<file path="src/rtl/pxs_pkg.sv">
`timescale 1ns/1ps
// Shared types and constants for the privilege transfer sequencer.
// Assumes the word counts of both paths fit in STEP_W bits.
package pxs_pkg;
    typedef enum logic [1:0] {
        S_IDLE = 2'd0,
        S_PUSH = 2'd1,
        S_POP  = 2'd2,
        S_FIN  = 2'd3
    } seq_state_t;

    localparam int PUSH_WORDS = 4;
    localparam int POP_WORDS  = 3;
    localparam int STEP_W     = $clog2(PUSH_WORDS);
endpackage

</file>
<file path="src/rtl/pxs_fsm.sv">
`timescale 1ns/1ps
// Sequencing state machine: it accepts a request only in idle, chooses
// the push or pop path from the privilege flag, and counts the memory steps.
// Assumes start is a level that is sampled each idle cycle.
module pxs_fsm
    import pxs_pkg::*;
(
    input  logic              clk,
    input  logic              rst_n,
    input  logic              start,
    input  logic              user_mode,
    output seq_state_t        state,
    output logic [STEP_W-1:0] step,
    output logic              accept,
    output logic              push_mode
);
    localparam logic [STEP_W-1:0] PUSH_LAST = STEP_W'(PUSH_WORDS - 1);
    localparam logic [STEP_W-1:0] POP_LAST  = STEP_W'(POP_WORDS - 1);

    // Acceptance is possible only when no sequence is running.
    assign accept = (state == S_IDLE) && start;

    // State, step counter and path selection.
    always_ff @(posedge clk) begin
        if (!rst_n) begin
            state     <= S_IDLE;
            step      <= '0;
            push_mode <= 1'b0;
        end else begin
            case (state)
                S_IDLE: begin
                    step <= '0;
                    if (start) begin
                        push_mode <= user_mode;
                        state     <= user_mode ? S_PUSH : S_POP;
                    end
                end
                S_PUSH: begin
                    if (step == PUSH_LAST) begin
                        state <= S_FIN;
                        step  <= '0;
                    end else begin
                        step <= step + 1'b1;
                    end
                end
                S_POP: begin
                    if (step == POP_LAST) begin
                        state <= S_FIN;
                        step  <= '0;
                    end else begin
                        step <= step + 1'b1;
                    end
                end
                default: state <= S_IDLE;
            endcase
        end
    end

    // the completion state never repeats
    a_r9_fin_once: assert property (@(posedge clk) disable iff (!rst_n)
        (state == S_FIN) |=> (state == S_IDLE));

    // the path chosen at acceptance holds while busy
    a_r7_path_held: assert property (@(posedge clk) disable iff (!rst_n)
        (state != S_IDLE) |=> $stable(push_mode));

    // a push step is always followed by another push step or completion
    a_r6_push_flow: assert property (@(posedge clk) disable iff (!rst_n)
        (state == S_PUSH) |=> (state == S_PUSH || state == S_FIN));
endmodule

</file>
<file path="src/rtl/pxs_ptr.sv">
`timescale 1ns/1ps
// Address pointer: it loads the stack top (push) or the stack pointer plus
// one (pop) at acceptance, then steps down or up once per memory cycle.
// Assumes arithmetic wraps modulo 2^W.
module pxs_ptr
    import pxs_pkg::*;
#(
    parameter int W = 16
) (
    input  logic       clk,
    input  logic       rst_n,
    input  logic       accept,
    input  logic       user_mode,
    input  logic [W-1:0] stk_top,
    input  logic [W-1:0] sp_in,
    input  seq_state_t state,
    output logic [W-1:0] ptr
);
    // Pointer load and walk.
    always_ff @(posedge clk) begin
        if (!rst_n) begin
            ptr <= '0;
        end else if (accept) begin
            ptr <= user_mode ? stk_top : sp_in + 1'b1;
        end else if (state == S_PUSH) begin
            ptr <= ptr - 1'b1;
        end else if (state == S_POP) begin
            ptr <= ptr + 1'b1;
        end
    end

    // push addresses descend by one per cycle
    a_r2_push_descend: assert property (@(posedge clk) disable iff (!rst_n)
        (state == S_PUSH) |=> (ptr == $past(ptr) - 1'b1));

    // pop addresses ascend by one per cycle
    a_r4_pop_ascend: assert property (@(posedge clk) disable iff (!rst_n)
        (state == S_POP) |=> (ptr == $past(ptr) + 1'b1));
endmodule

</file>
<file path="src/rtl/pxs_ctx.sv">
`timescale 1ns/1ps
// Context holder: it latches the operands at acceptance, selects the push
// write data by step, and captures the popped status word and program counter.
// Assumes read data arrives the cycle after the read request.
module pxs_ctx
    import pxs_pkg::*;
#(
    parameter int W = 16
) (
    input  logic              clk,
    input  logic              rst_n,
    input  logic              accept,
    input  seq_state_t        state,
    input  logic [STEP_W-1:0] step,
    input  logic [W-1:0]      sp_in,
    input  logic [W-1:0]      pc_in,
    input  logic [W-1:0]      sw_in,
    input  logic [W-1:0]      imm_in,
    input  logic [W-1:0]      entry_pc,
    input  logic [W-1:0]      mem_rdata,
    output logic [W-1:0]      wdata,
    output logic [W-1:0]      entry_q,
    output logic [W-1:0]      pop_sw,
    output logic [W-1:0]      pop_pc
);
    logic [W-1:0] sp_q, pc_q, sw_q, imm_q;

    // Operand capture at acceptance.
    always_ff @(posedge clk) begin
        if (!rst_n) begin
            sp_q    <= '0;
            pc_q    <= '0;
            sw_q    <= '0;
            imm_q   <= '0;
            entry_q <= '0;
        end else if (accept) begin
            sp_q    <= sp_in;
            pc_q    <= pc_in;
            sw_q    <= sw_in;
            imm_q   <= imm_in;
            entry_q <= entry_pc;
        end
    end

    // Capture of popped words; step s sees the data of read s-1.
    always_ff @(posedge clk) begin
        if (!rst_n) begin
            pop_sw <= '0;
            pop_pc <= '0;
        end else if (state == S_POP) begin
            if (step == STEP_W'(1)) pop_sw <= mem_rdata;
            if (step == STEP_W'(2)) pop_pc <= mem_rdata;
        end
    end

    // Push order: stack pointer, program counter, status word, immediate.
    always_comb begin
        case (step)
            STEP_W'(0): wdata = sp_q;
            STEP_W'(1): wdata = pc_q;
            STEP_W'(2): wdata = sw_q;
            default:    wdata = imm_q;
        endcase
    end

    // latched operands never move while a sequence runs
    a_r8_ctx_frozen: assert property (@(posedge clk) disable iff (!rst_n)
        (state != S_IDLE) |=> ($stable(sp_q) && $stable(imm_q) && $stable(entry_q)));
endmodule

</file>
<file path="src/rtl/priv_xfer_seq.sv">
`timescale 1ns/1ps
// Privilege trap and return sequencer top: it joins the state machine,
// pointer and context holder, drives the memory port and produces the
// register updates in the completion cycle.
// Assumes a single-port memory with one-cycle read latency.
module priv_xfer_seq
    import pxs_pkg::*;
#(
    parameter int W = 16
) (
    input  logic         clk,
    input  logic         rst_n,
    input  logic         start,
    input  logic         user_mode,
    input  logic [W-1:0] imm_in,
    input  logic [W-1:0] sp_in,
    input  logic [W-1:0] pc_in,
    input  logic [W-1:0] sw_in,
    input  logic [W-1:0] stk_top,
    input  logic [W-1:0] entry_pc,
    output logic         busy,
    output logic         done,
    output logic         mem_req,
    output logic         mem_we,
    output logic [W-1:0] mem_addr,
    output logic [W-1:0] mem_wdata,
    input  logic [W-1:0] mem_rdata,
    output logic         sp_wr,
    output logic [W-1:0] sp_out,
    output logic         pc_wr,
    output logic [W-1:0] pc_out,
    output logic         sw_wr,
    output logic [W-1:0] sw_out,
    output logic         user_clr
);
    seq_state_t        state;
    logic [STEP_W-1:0] step;
    logic              accept;
    logic              push_mode;
    logic [W-1:0]      ptr;
    logic [W-1:0]      wdata;
    logic [W-1:0]      entry_q;
    logic [W-1:0]      pop_sw;
    logic [W-1:0]      pop_pc;

    pxs_fsm u_fsm (
        .clk       (clk),
        .rst_n     (rst_n),
        .start     (start),
        .user_mode (user_mode),
        .state     (state),
        .step      (step),
        .accept    (accept),
        .push_mode (push_mode)
    );

    pxs_ptr #(.W(W)) u_ptr (
        .clk       (clk),
        .rst_n     (rst_n),
        .accept    (accept),
        .user_mode (user_mode),
        .stk_top   (stk_top),
        .sp_in     (sp_in),
        .state     (state),
        .ptr       (ptr)
    );

    pxs_ctx #(.W(W)) u_ctx (
        .clk       (clk),
        .rst_n     (rst_n),
        .accept    (accept),
        .state     (state),
        .step      (step),
        .sp_in     (sp_in),
        .pc_in     (pc_in),
        .sw_in     (sw_in),
        .imm_in    (imm_in),
        .entry_pc  (entry_pc),
        .mem_rdata (mem_rdata),
        .wdata     (wdata),
        .entry_q   (entry_q),
        .pop_sw    (pop_sw),
        .pop_pc    (pop_pc)
    );

    logic fin;
    assign fin = (state == S_FIN);

    // Memory port: one access per push or pop step.
    always_comb begin
        busy      = (state != S_IDLE);
        mem_req   = (state == S_PUSH) || (state == S_POP);
        mem_we    = (state == S_PUSH);
        mem_addr  = ptr;
        mem_wdata = wdata;
    end

    // Register updates in the completion cycle; the last popped word is the new stack pointer.
    always_comb begin
        done     = fin;
        sp_wr    = fin;
        pc_wr    = fin;
        sw_wr    = fin && !push_mode;
        user_clr = fin && push_mode;
        sp_out   = push_mode ? ptr : mem_rdata;
        pc_out   = push_mode ? entry_q : pop_pc;
        sw_out   = pop_sw;
    end

    // a reset edge leaves the port quiet
    a_r1_reset_quiet: assert property (@(posedge clk)
        (!rst_n) |=> (!busy && !done && !mem_req && !sp_wr && !pc_wr && !sw_wr && !user_clr));

    // completion lasts a single cycle
    a_r9_done_pulse: assert property (@(posedge clk) disable iff (!rst_n)
        done |=> !done);

    // register strobes only with completion
    a_r9_strobe_in_done: assert property (@(posedge clk) disable iff (!rst_n)
        (sp_wr || pc_wr || sw_wr || user_clr) |-> done);

    // leaving user mode always redirects the program counter and never touches the status word
    a_r3_user_exit: assert property (@(posedge clk) disable iff (!rst_n)
        user_clr |-> (pc_wr && sp_wr && !sw_wr && !mem_req));

    // no new memory access starts in the cycle after completion
    a_r7_gap_after_done: assert property (@(posedge clk) disable iff (!rst_n)
        done |=> !mem_req);
endmodule

</file>
<file path="config.mk">
export PLATFORM = sky130hd
export DESIGN_NAME = priv_xfer_seq
export DESIGN_NICKNAME = d
export VERILOG_FILES = /design/src/rtl/pxs_pkg.sv /design/src/rtl/pxs_fsm.sv /design/src/rtl/pxs_ptr.sv /design/src/rtl/pxs_ctx.sv /design/src/rtl/priv_xfer_seq.sv
export SDC_FILE = /design/constraint.sdc
export NUM_CORES = 1
export LEC_CHECK = 0
export ABC_AREA = 1
export BUFFER_PORTS_ARGS = -buffer_cell sky130_fd_sc_hd__buf_4
export CORE_MARGIN = 2
export CORE_UTILIZATION = 50
export CTS_BUF_LIST = sky130_fd_sc_hd__clkbuf_16
export CTS_CLUSTER_DIAMETER = 60
export DETAILED_ROUTE_END_ITERATION = 10
export HOLD_SLACK_MARGIN = 0.15
export PLACE_DENSITY = 0.77
export RECOVER_POWER = 100
export SYNTH_ARGS = -nofsm -noshare
export SYNTH_HDL_FRONTEND = slang
export SYNTH_HIERARCHICAL = 1
export SYNTH_SLANG_ARGS = --single-unit
</file>
<file path="constraint.sdc">
create_clock -name clk -period 3.32 [get_ports clk]
set_input_delay 0.664 -clock clk [delete_from_list [all_inputs] [get_ports clk]]
set_output_delay 0.664 -clock clk [all_outputs]
set_load 0.005 [all_outputs]
</file>
==> run_results.csv, run 1 <==
group,metric,value,unit
die,core,14600,µm²
synthesis,synth_area_leader_cell,"dfxtp_1",
detailed_routing,dr.first_iter.drc_count,685,
die,io_pins,204,
sta,clock.fmax,330,MHz
sta,clock-skew-final,0.00535,ns
clocking,clockBufferDepth,2,
synthesis,synth_top_area_share,0.352,
sta,hold_slack,0.465,ns
sta,finalSetupViolCount,0,
global_routing,overflow,0,
sta,max-slew-margin-rel,0.0916,
die,dieArea,16100,µm²
setup_path,endpoint_kind,"primary output",
global_routing,antenna_found_initial,0,
layout,mostFrequentLayoutCell,"nand2_1",
synthesis,ys.flop_type,"dfxtp_1",
clocking,clk_pin_slew_worst_paths,0.06,ns
clocking,clock-root-buffer,"clkbuf_16",
detailed_routing,vias,8362,
clocking,cts-htree-levels,4,
die,die_h,127,µm
global_routing,grt_first_pass_wirelength,37100,µm
sta,worst_slew_pin_slew,1.36,ns
synthesis,synth_area_leaders,"dfxtp_1 (35%), nand2_1 (16%), nor2_1 (13%), o21ai_0 (7.5%), nand3_1 (5.1%)",
sta,drv_slew,0,
detailed_routing,routed_wl,23000,µm
global_routing,grt_max_degree,68,
synthesis,yosys_warnings,6,
layout,antenna_cells,0,
placed_design,globalplace.congestion,0.952,
detailed_routing,wl_per_cell,14.7,µm
synthesis,ys_seq_area_frac,0.352,
clocking,cts_resized,0,
detailed_routing,post_drt_via_cell_ratio,5.34,
sta,rsz0062_at_grt,"no",
worst_hold_path,hp-class,"primary input to register",
detailed_routing,drc,0,
setup_path,path_class,"register to primary output",
placed_design,port_buffers,203,
die,start_util,0.516,
sta,timing.setup.tns,0,ns
power_and_ir_drop,power_density,809,nW/µm²
global_routing,grt_usage,0.284,
outcome,outcome,"finished clean",
synthesis,synth_edf_count,0,
sta,finalCriticalPeriod,3.03,ns
synthesis,syn-cell-area,7560,µm²
layout,syn_to_final_growth,26.4,%
clocking,numCtsBuffers,17,
clocking,post_cts_buffers,0,
layout,fillers,1420,
placed_design,dp_hpwl,16400,µm
layout,mostFrequentLayoutCells,"nand2_1 (328), nor2_1 (267), dfxtp_1 (133)",
layout,fin_area,9560,µm²
layout,multi_input_area,4070,µm²
setup_path,cp.arrival,2.37,ns
flow_run,cap_violations,0,
setup_path,cp.required,2.66,ns
power_and_ir_drop,p_leak,4.71,nW
power_and_ir_drop,ir_worst_vdd,0.443,mV
detailed_routing,ant_nets,0,
synthesis,async_reset_ff_frac,0,
layout,nets,1501,
detailed_routing,dr.pass1.iters,7,
setup_path,path_max_fanout,16,
clocking,clk_latency,0.42,ns
synthesis,synthesis.nets,1334,
sta,hold_viol,0,
clocking,cts_tree,"done",
setup_path,worst_setup_path_start_kind,"register",
synthesis,syn_avg_cell_area,6.28,µm²
synthesis,post_synth_inst_count,1204,
synthesis,synth_cell_types,38,
clocking,cts_hold_buffers,0,
layout,drive_gt1_frac,0.189,
die,num_rows,44,
layout,seq_area,2660,µm²
global_routing,grt_pass1_vias,7769,
synthesis,ys_seq_elements,133,
clocking,cts.sink_count,133,
placed_design,place_area,9010,µm²
setup_path,rrSetupSlack,0.40,ns
sta,period_share,0.913,
die,chipWidth,127,µm
-- kinds of logic after synthesis --
kind of cell             synth area share
adder cells (fa/ha/maj)            0.0232
AND/OR/NAND/NOR                     0.396
AO/OA/AOI/OAI                       0.119
flip-flops                          0.352
XOR/XNOR                          0.00463
buffers and inverters               0.106
-- where the power goes --
group | internal (W) | switching [W] | leakage [nW]
logic | 0.00124 | 0.00208 | 3.31
registers | 0.00199 | 0.000395 | 1.09
clock network | 0.00132 | 0.000710 | 0.308
total | 0.00456 | 0.00318 | 4.71
-- synthesized netlist by cell type (2+ instances only) --
library cell  instances
or2_2                 5
nand2_4               2
nor3_1                7
inv_2                 4
nor2_2                4
nor2_1              268
nand4_1              21
nand2_1             319
inv_1                87
xor2_1                3
bufinv_8              2
nor2_4                3
clkbuf_8              2
a21oi_1              36
buf_4                11
buf_2                16
buf_6                 8
o211ai_1              4
dfxtp_1             133
a31oi_1               4
clkbuf_1             23
nand3_1              77
ha_1                 14
o21ai_0             113
nand2_2              17
clkbuf_2              2
a41oi_1               8
-- final cells by class --
class / instances / share of cell area
multi-input cells: 911 / 0.426
inverters: 95 / 0.0396
clock inverters: 14 / 0.0219
repair buffers: 213 / 0.166
flip-flops and latches: 133 / 0.278
clock buffers: 17 / 0.0445
well taps: 184 / 0.0241
-- flip-flops by register name, indices dropped and copies added, names as in the netlist, 16 cells and up --
signal	count
u_ctx/sp_q	16
u_ctx/pop_sw	16
u_ctx/pc_q	16
u_ctx/entry_q	16
u_ctx/sw_q	16
u_ptr/ptr	16
u_ctx/pop_pc	16
u_ctx/imm_q	16
-- metrics by stage --
stage / setup WS [ns] / utilization / total power [W] / cells
final: 0.289 / 0.653 / 0.00774 / 1567
after global routing: 0.185 / 0.653 / 0.00831 / 1567
after CTS: 0.380 / 0.659 / 0.00782 / 1567
after detailed placement: 0.837 / 0.615 / 0.00576 / 1536
after global placement: 0.847 / 0.615 / 0.00571 / 1536
after floorplan: 1.44 / - / 0.00467 / 1204
-- metal layers --
metal / up-vias / GRT usage / share of wire / wire length [µm]
met2: 343 / 0.465 / 0.47 / 10800
met5: - / 0 / 0 / 0
met1: 3813 / 0.366 / 0.43 / 9790
li1: 4157 / - / - / -
met3: 49 / 0.0708 / 0.076 / 1750
met4: 0 / 0.100 / 0.028 / 634
-- path summary, 6_finish.rpt --
| path | from | cells past startpoint | end |
|---|---|---|---|
| setup / recovery | u_fsm/step[1] | 4 | mem_wdata[13] |
| hold / removal | sw_in[12] | 3 | u_ctx/sw_q[12] |
| setup reg to reg | u_fsm/state[0] | 7 | u_ctx/entry_q[6] |
| hold reg to reg | u_ctx/pop_sw[7] | 2 | u_ctx/pop_sw[7] |
-- critical path: stages, from the launching register on --
cell	delay, ns
dfxtp_1	0.39
nor2_1	1.04
nand2_1	0.20
nand4_1	0.17
clkbuf_4	0.14
Note: power is estimated with default switching activity, not from simulation.
==> inputs of run 2 (changes only) <==
- CAP_MARGIN: default -> 10
- PLACE_DENSITY: 0.77 -> 0.88
==> run_results.csv, run 2 (same netlist as run 1, synthesis figures left out) <==
group,metric,value,unit
global_routing,grt_pass1_vias,7652,
sta,rsz0062_at_grt,"no",
layout,drive_gt1_frac,0.195,
power_and_ir_drop,power_density,801,nW/µm²
detailed_routing,wl_per_cell,15.2,µm
die,dieArea,16100,µm²
sta,hold_viol,0,
setup_path,crit_path_frequent_cell,"nand2_1",
global_routing,grt_first_pass_wirelength,37400,µm
die,core,14600,µm²
setup_path,endpoint_kind,"primary output",
setup_path,worstPathCellList,"inv_1, nand2_1, nand2_1, clkbuf_4",
setup_path,cp.arrival,2.29,ns
detailed_routing,dr.first_iter.drc_count,1033,
clocking,clockBufferDepth,2,
placed_design,globalplace.congestion,0.938,
global_routing,overflow,0,
setup_path,cp_slowest_cell,"inv_1",
layout,syn_to_final_growth,25.9,%
worst_hold_path,hp-class,"primary input to register",
sta,period_share,0.890,
detailed_routing,ant_nets,0,
clocking,clk_latency,0.42,ns
sta,drv_slew,0,
clocking,clock-root-buffer,"clkbuf_16",
flow_run,cap_violations,0,
global_routing,grt_max_degree,93,
setup_path,cp_num_buf_inv,2,
clocking,numCtsBuffers,17,
setup_path,reg2reg_depth,7,
setup_path,rrSetupSlack,0.44,ns
die,chipWidth,127,µm
global_routing,grt_usage,0.288,
worst_hold_path,min_to,"u_ctx/pc_q[13]",
setup_path,worst_setup_path_start_kind,"register",
setup_path,worstReg2RegStart,"u_fsm/state[1]",
detailed_routing,drc,0,
die,die_h,127,µm
setup_path,path_max_fanout,32,
layout,fillers,1325,
placed_design,dp_hpwl,17000,µm
layout,mostFrequentLayoutCell,"nand2_1",
detailed_routing,dr.pass1.iters,6,
setup_path,crit_family,"buffers and inverters",
detailed_routing,routed_wl,23800,µm
worst_hold_path,hp-start,"pc_in[13]",
worst_hold_path,hold_depth,3,
detailed_routing,vias,8435,
power_and_ir_drop,p_leak,4.67,nW
setup_path,r2r-end,"u_ctx/sp_q[2]",
clocking,cts_tree,"done",
layout,post-route-util,0.650,
sta,finalCriticalPeriod,2.96,ns
power_and_ir_drop,ir_worst_vdd,0.476,mV
die,num_rows,44,
layout,antenna_cells,0,
sta,clock-skew-final,0.00875,ns
setup_path,path_class,"register to primary output",
sta,timing.setup.tns,0,ns
layout,multi_input_area,4100,µm²
die,start_util,0.516,
detailed_routing,post_drt_via_cell_ratio,5.38,
sta,finalSetupViolCount,0,
sta,worst_slew_pin_slew,1.25,ns
clocking,cts_hold_buffers,0,
clocking,cts.sink_count,133,
layout,mostFrequentLayoutCells,"nand2_1 (319), nor2_1 (267), dfxtp_1 (133)",
layout,nets,1502,
layout,seq_area,2660,µm²
setup_path,cp.required,2.66,ns
clocking,cts_resized,0,
die,io_pins,204,
sta,clock.fmax,338,MHz
placed_design,port_buffers,203,
sta,max-slew-margin-rel,0.163,
clocking,clk_pin_slew_worst_paths,0.06,ns
setup_path,cp_slowest_stage_delay,0.89,ns
clocking,post_cts_buffers,0,
outcome,outcome,"finished clean",
clocking,cts-htree-levels,4,
global_routing,antenna_found_initial,0,
## run 2: cell type report
cell class,count,share of cell area
clock buffer,17,0.0447
clock inverter,15,0.0162
inverter,95,0.0393
multi-input combinational,911,0.430
sequential,133,0.280
tap,184,0.0242
timing repair buffer,214,0.166
## run 2: how the worst max path moves through the flow
stage / to / cells past startpoint / startpoint / slack [ns]
after floorplan: u_ptr/ptr[14] / 10 / sp_in[0] / 1.44
after global placement: mem_wdata[9] / 4 / u_fsm/step[0] / 0.95
after detailed placement: mem_wdata[1] / 4 / u_fsm/step[0] / 0.90
after CTS: mem_wdata[8] / 4 / u_fsm/step[0] / 0.44
after global routing: u_ctx/pc_q[3] / 8 / u_fsm/state[1] / 0.17
final: pc_out[7] / 4 / u_fsm/push_mode / 0.36
## run 2: metal layers
layer	track usage	share of wire	routed length [µm]
met2	0.470	0.47	11100
met1	0.377	0.42	9980
met5	0	0	0
met3	0.0595	0.089	2130
met4	0.107	0.026	622
## run 2: power breakdown
group / internal [W] / total [W] / switching (W)
Combinational: 0.00124 / 0.00340 / 0.00215
Clock: 0.00111 / 0.00184 / 0.000731
Sequential: 0.00199 / 0.00239 / 0.000400
## run 2: through the flow
stage	cell area, µm²	hold WS (ns)	setup WS [ns]	power, W	std cells
after CTS	9600	0.450	0.437	0.00765	1569
final	9530	0.459	0.364	0.00763	1569
after global placement	9020	0.465	0.946	0.00575	1537
after detailed placement	9020	0.476	0.903	0.00580	1537
after global routing	9530	0.457	0.172	0.00816	1569
after floorplan	7560	0.455	1.44	0.00467	1204
## run 2: worst reg2reg max path, stage by stage (launching register included)
cell	delay, ns
dfxtp_1	0.57
clkinvlp_2	0.32
ha_1	0.29
nand2_1	0.08
inv_2	0.18
clkbuf_2	0.73
o21ai_0	0.50
nor2_1	0.08
==> inputs of run 3 (changes only) <==
- CORE_UTILIZATION: 50 -> 35
- CTS_CLUSTER_DIAMETER: 60 -> 120
- PLACE_DENSITY: 0.88 -> 0.68
==> run_results.csv, run 3 (same netlist as run 1, synthesis figures left out) <==
group,metric,value,unit
global_routing,top_usage_layer,"met2",
clocking,cts.sink_count,133,
setup_path,rrSetupSlack,0.41,ns
clocking,cts-htree-levels,4,
layout,layout.cells.non_filler,1658,
detailed_routing,drc,0,
global_routing,antenna_found_initial,0,
placed_design,preCtsSetupSlack,0.859,ns
setup_path,path_class,"register to register",
global_routing,met3_usage,0.0500,
power_and_ir_drop,power_density,787,nW/µm²
outcome,outcome,"finished with violations",
worst_hold_path,hp-start,"pc_in[7]",
setup_path,cp.required,3.63,ns
layout,antenna_cells,0,
setup_path,endpoint_kind,"register",
layout,fillers,2300,
setup_path,path_max_fanout,32,
sta,drv_slew,33,
sta,clock.fmax,344,MHz
detailed_routing,ant_nets,0,
global_routing,grt_first_pass_wirelength,39500,µm
clocking,cts_hold_buffers,0,
layout,post-route-util,0.453,
detailed_routing,vias,8269,
sta,timing.setup.tns,0,ns
sta,clock-skew-final,0.0160,ns
sta,fin_ws,0.410,ns
clocking,clk_latency,0.43,ns
placed_design,dp.cells,1626,
die,chipWidth,151,µm
layout,nets,1501,
die,core,21100,µm²
clocking,numCtsBuffers,17,
detailed_routing,post_drt_via_cell_ratio,4.99,
detailed_routing,routed_wl,25300,µm
global_routing,grt_pass1_vias,7532,
setup_path,worstReg2RegStart,"u_fsm/state[1]",
worst_hold_path,hold_depth,3,
sta,max-slew-margin-rel,-0.305,
flow_run,cap_violations,1,
worst_hold_path,min_to,"u_ctx/pc_q[7]",
die,start_util,0.359,
sta,finalCriticalPeriod,2.91,ns
global_routing,grt_max_degree,75,
layout,syn_to_final_growth,26.4,%
clocking,post_cts_buffers,0,
setup_path,reg2reg_depth,6,
outcome,violations,"max-capacitance violations, max-slew violations",
die,io_pins,204,
layout,drive_gt1_frac,0.188,
sta,finalSetupViolCount,0,
layout,mostFrequentLayoutCells,"nand2_1 (324), nor2_1 (268), dfxtp_1 (133)",
setup_path,worst_setup_path_start_kind,"register",
clocking,cts_tree,"done",
worst_hold_path,hp-class,"primary input to register",
clocking,clockBufferDepth,2,
layout,mostFrequentLayoutCell,"nand2_1",
clocking,cts_resized,0,
global_routing,grt.met2_usage,0.360,
sta,hold_viol,0,
global_routing,overflow,0,
power_and_ir_drop,ir_worst_vdd,0.378,mV
placed_design,dp_hpwl,18400,µm
global_routing,met1_usage,0.297,
global_routing,grt_usage,0.222,
sta,rsz0062_at_grt,"no",
die,die_h,151,µm
detailed_routing,wl_per_cell,15.3,µm
clocking,clk_pin_slew_worst_paths,0.07,ns
die,dieArea,22800,µm²
detailed_routing,dr.pass1.iters,5,
setup_path,r2r-end,"u_ctx/pop_pc[8]",
sta,period_share,0.876,
power_and_ir_drop,p_leak,4.64,nW
sta,worst_slew_pin_slew,1.95,ns
detailed_routing,dr.first_iter.drc_count,526,
die,num_rows,53,
placed_design,globalplace.congestion,0.879,
clocking,clock-root-buffer,"clkbuf_16",
placed_design,port_buffers,203,
setup_path,cp.arrival,3.22,ns
-- run 3: layout make-up --
type	instances	area, µm²	share of cell area
Multi-Input combinational cell	911	4080	0.427
Sequential cell	133	2660	0.278
Timing Repair Buffer	213	1550	0.162
Clock buffer	17	425	0.0445
Inverter	95	367	0.0383
Tap cell	275	344	0.0360
Clock inverter	14	129	0.0135
-- run 3: metrics by stage --
step | total power, W | hold WS [ns] | cell area, µm²
2_1_floorplan | 0.00467 | 0.455 | 7560
3_3_place_gp | 0.00583 | 0.465 | 9120
3_5_place_dp | 0.00585 | 0.472 | 9120
4_1_cts | 0.00768 | 0.446 | 9670
5_1_grt | 0.00814 | 0.459 | 9560
6_report | 0.00752 | 0.459 | 9560
-- run 3: worst max path at each step --
stage                   startpoint               to  slack [ns]  cells after the start
finish              u_fsm/state[1]  u_ctx/pop_pc[8]        0.41                      6
detailed placement   u_fsm/step[0]     mem_wdata[6]        0.86                      4
global placement     u_fsm/step[0]    mem_wdata[12]        0.89                      4
CTS                  u_fsm/step[0]     mem_wdata[6]        0.40                      4
floorplan                 sp_in[0]    u_ptr/ptr[14]        1.44                     10
global route        u_fsm/state[1]   u_ctx/pc_q[14]        0.19                      8
-- run 3: critical path: stages, from the launching register on --
cell,delay [ns]
dfxtp_1,0.34
clkbuf_1,0.45
inv_1,0.09
nor2_1,1.45
nand3_1,0.27
nand2_1,0.14
nor2_1,0.04
-- run 3: layer usage --
metal | wire, µm | up-vias
met5 | 0 | -
met4 | 560 | 0
met3 | 2000 | 30
met2 | 11500 | 316
met1 | 11200 | 3782
li1 | - | 4141
-- run 3: report_power, final --
part | total (W) | switching (W) | leakage [nW] | internal (W)
logic | 0.00333 | 0.00213 | 3.27 | 0.00120
clock network | 0.00180 | 0.000761 | 0.274 | 0.00104
registers | 0.00239 | 0.000401 | 1.09 | 0.00199
total | 0.00752 | 0.00329 | 4.64 | 0.00423
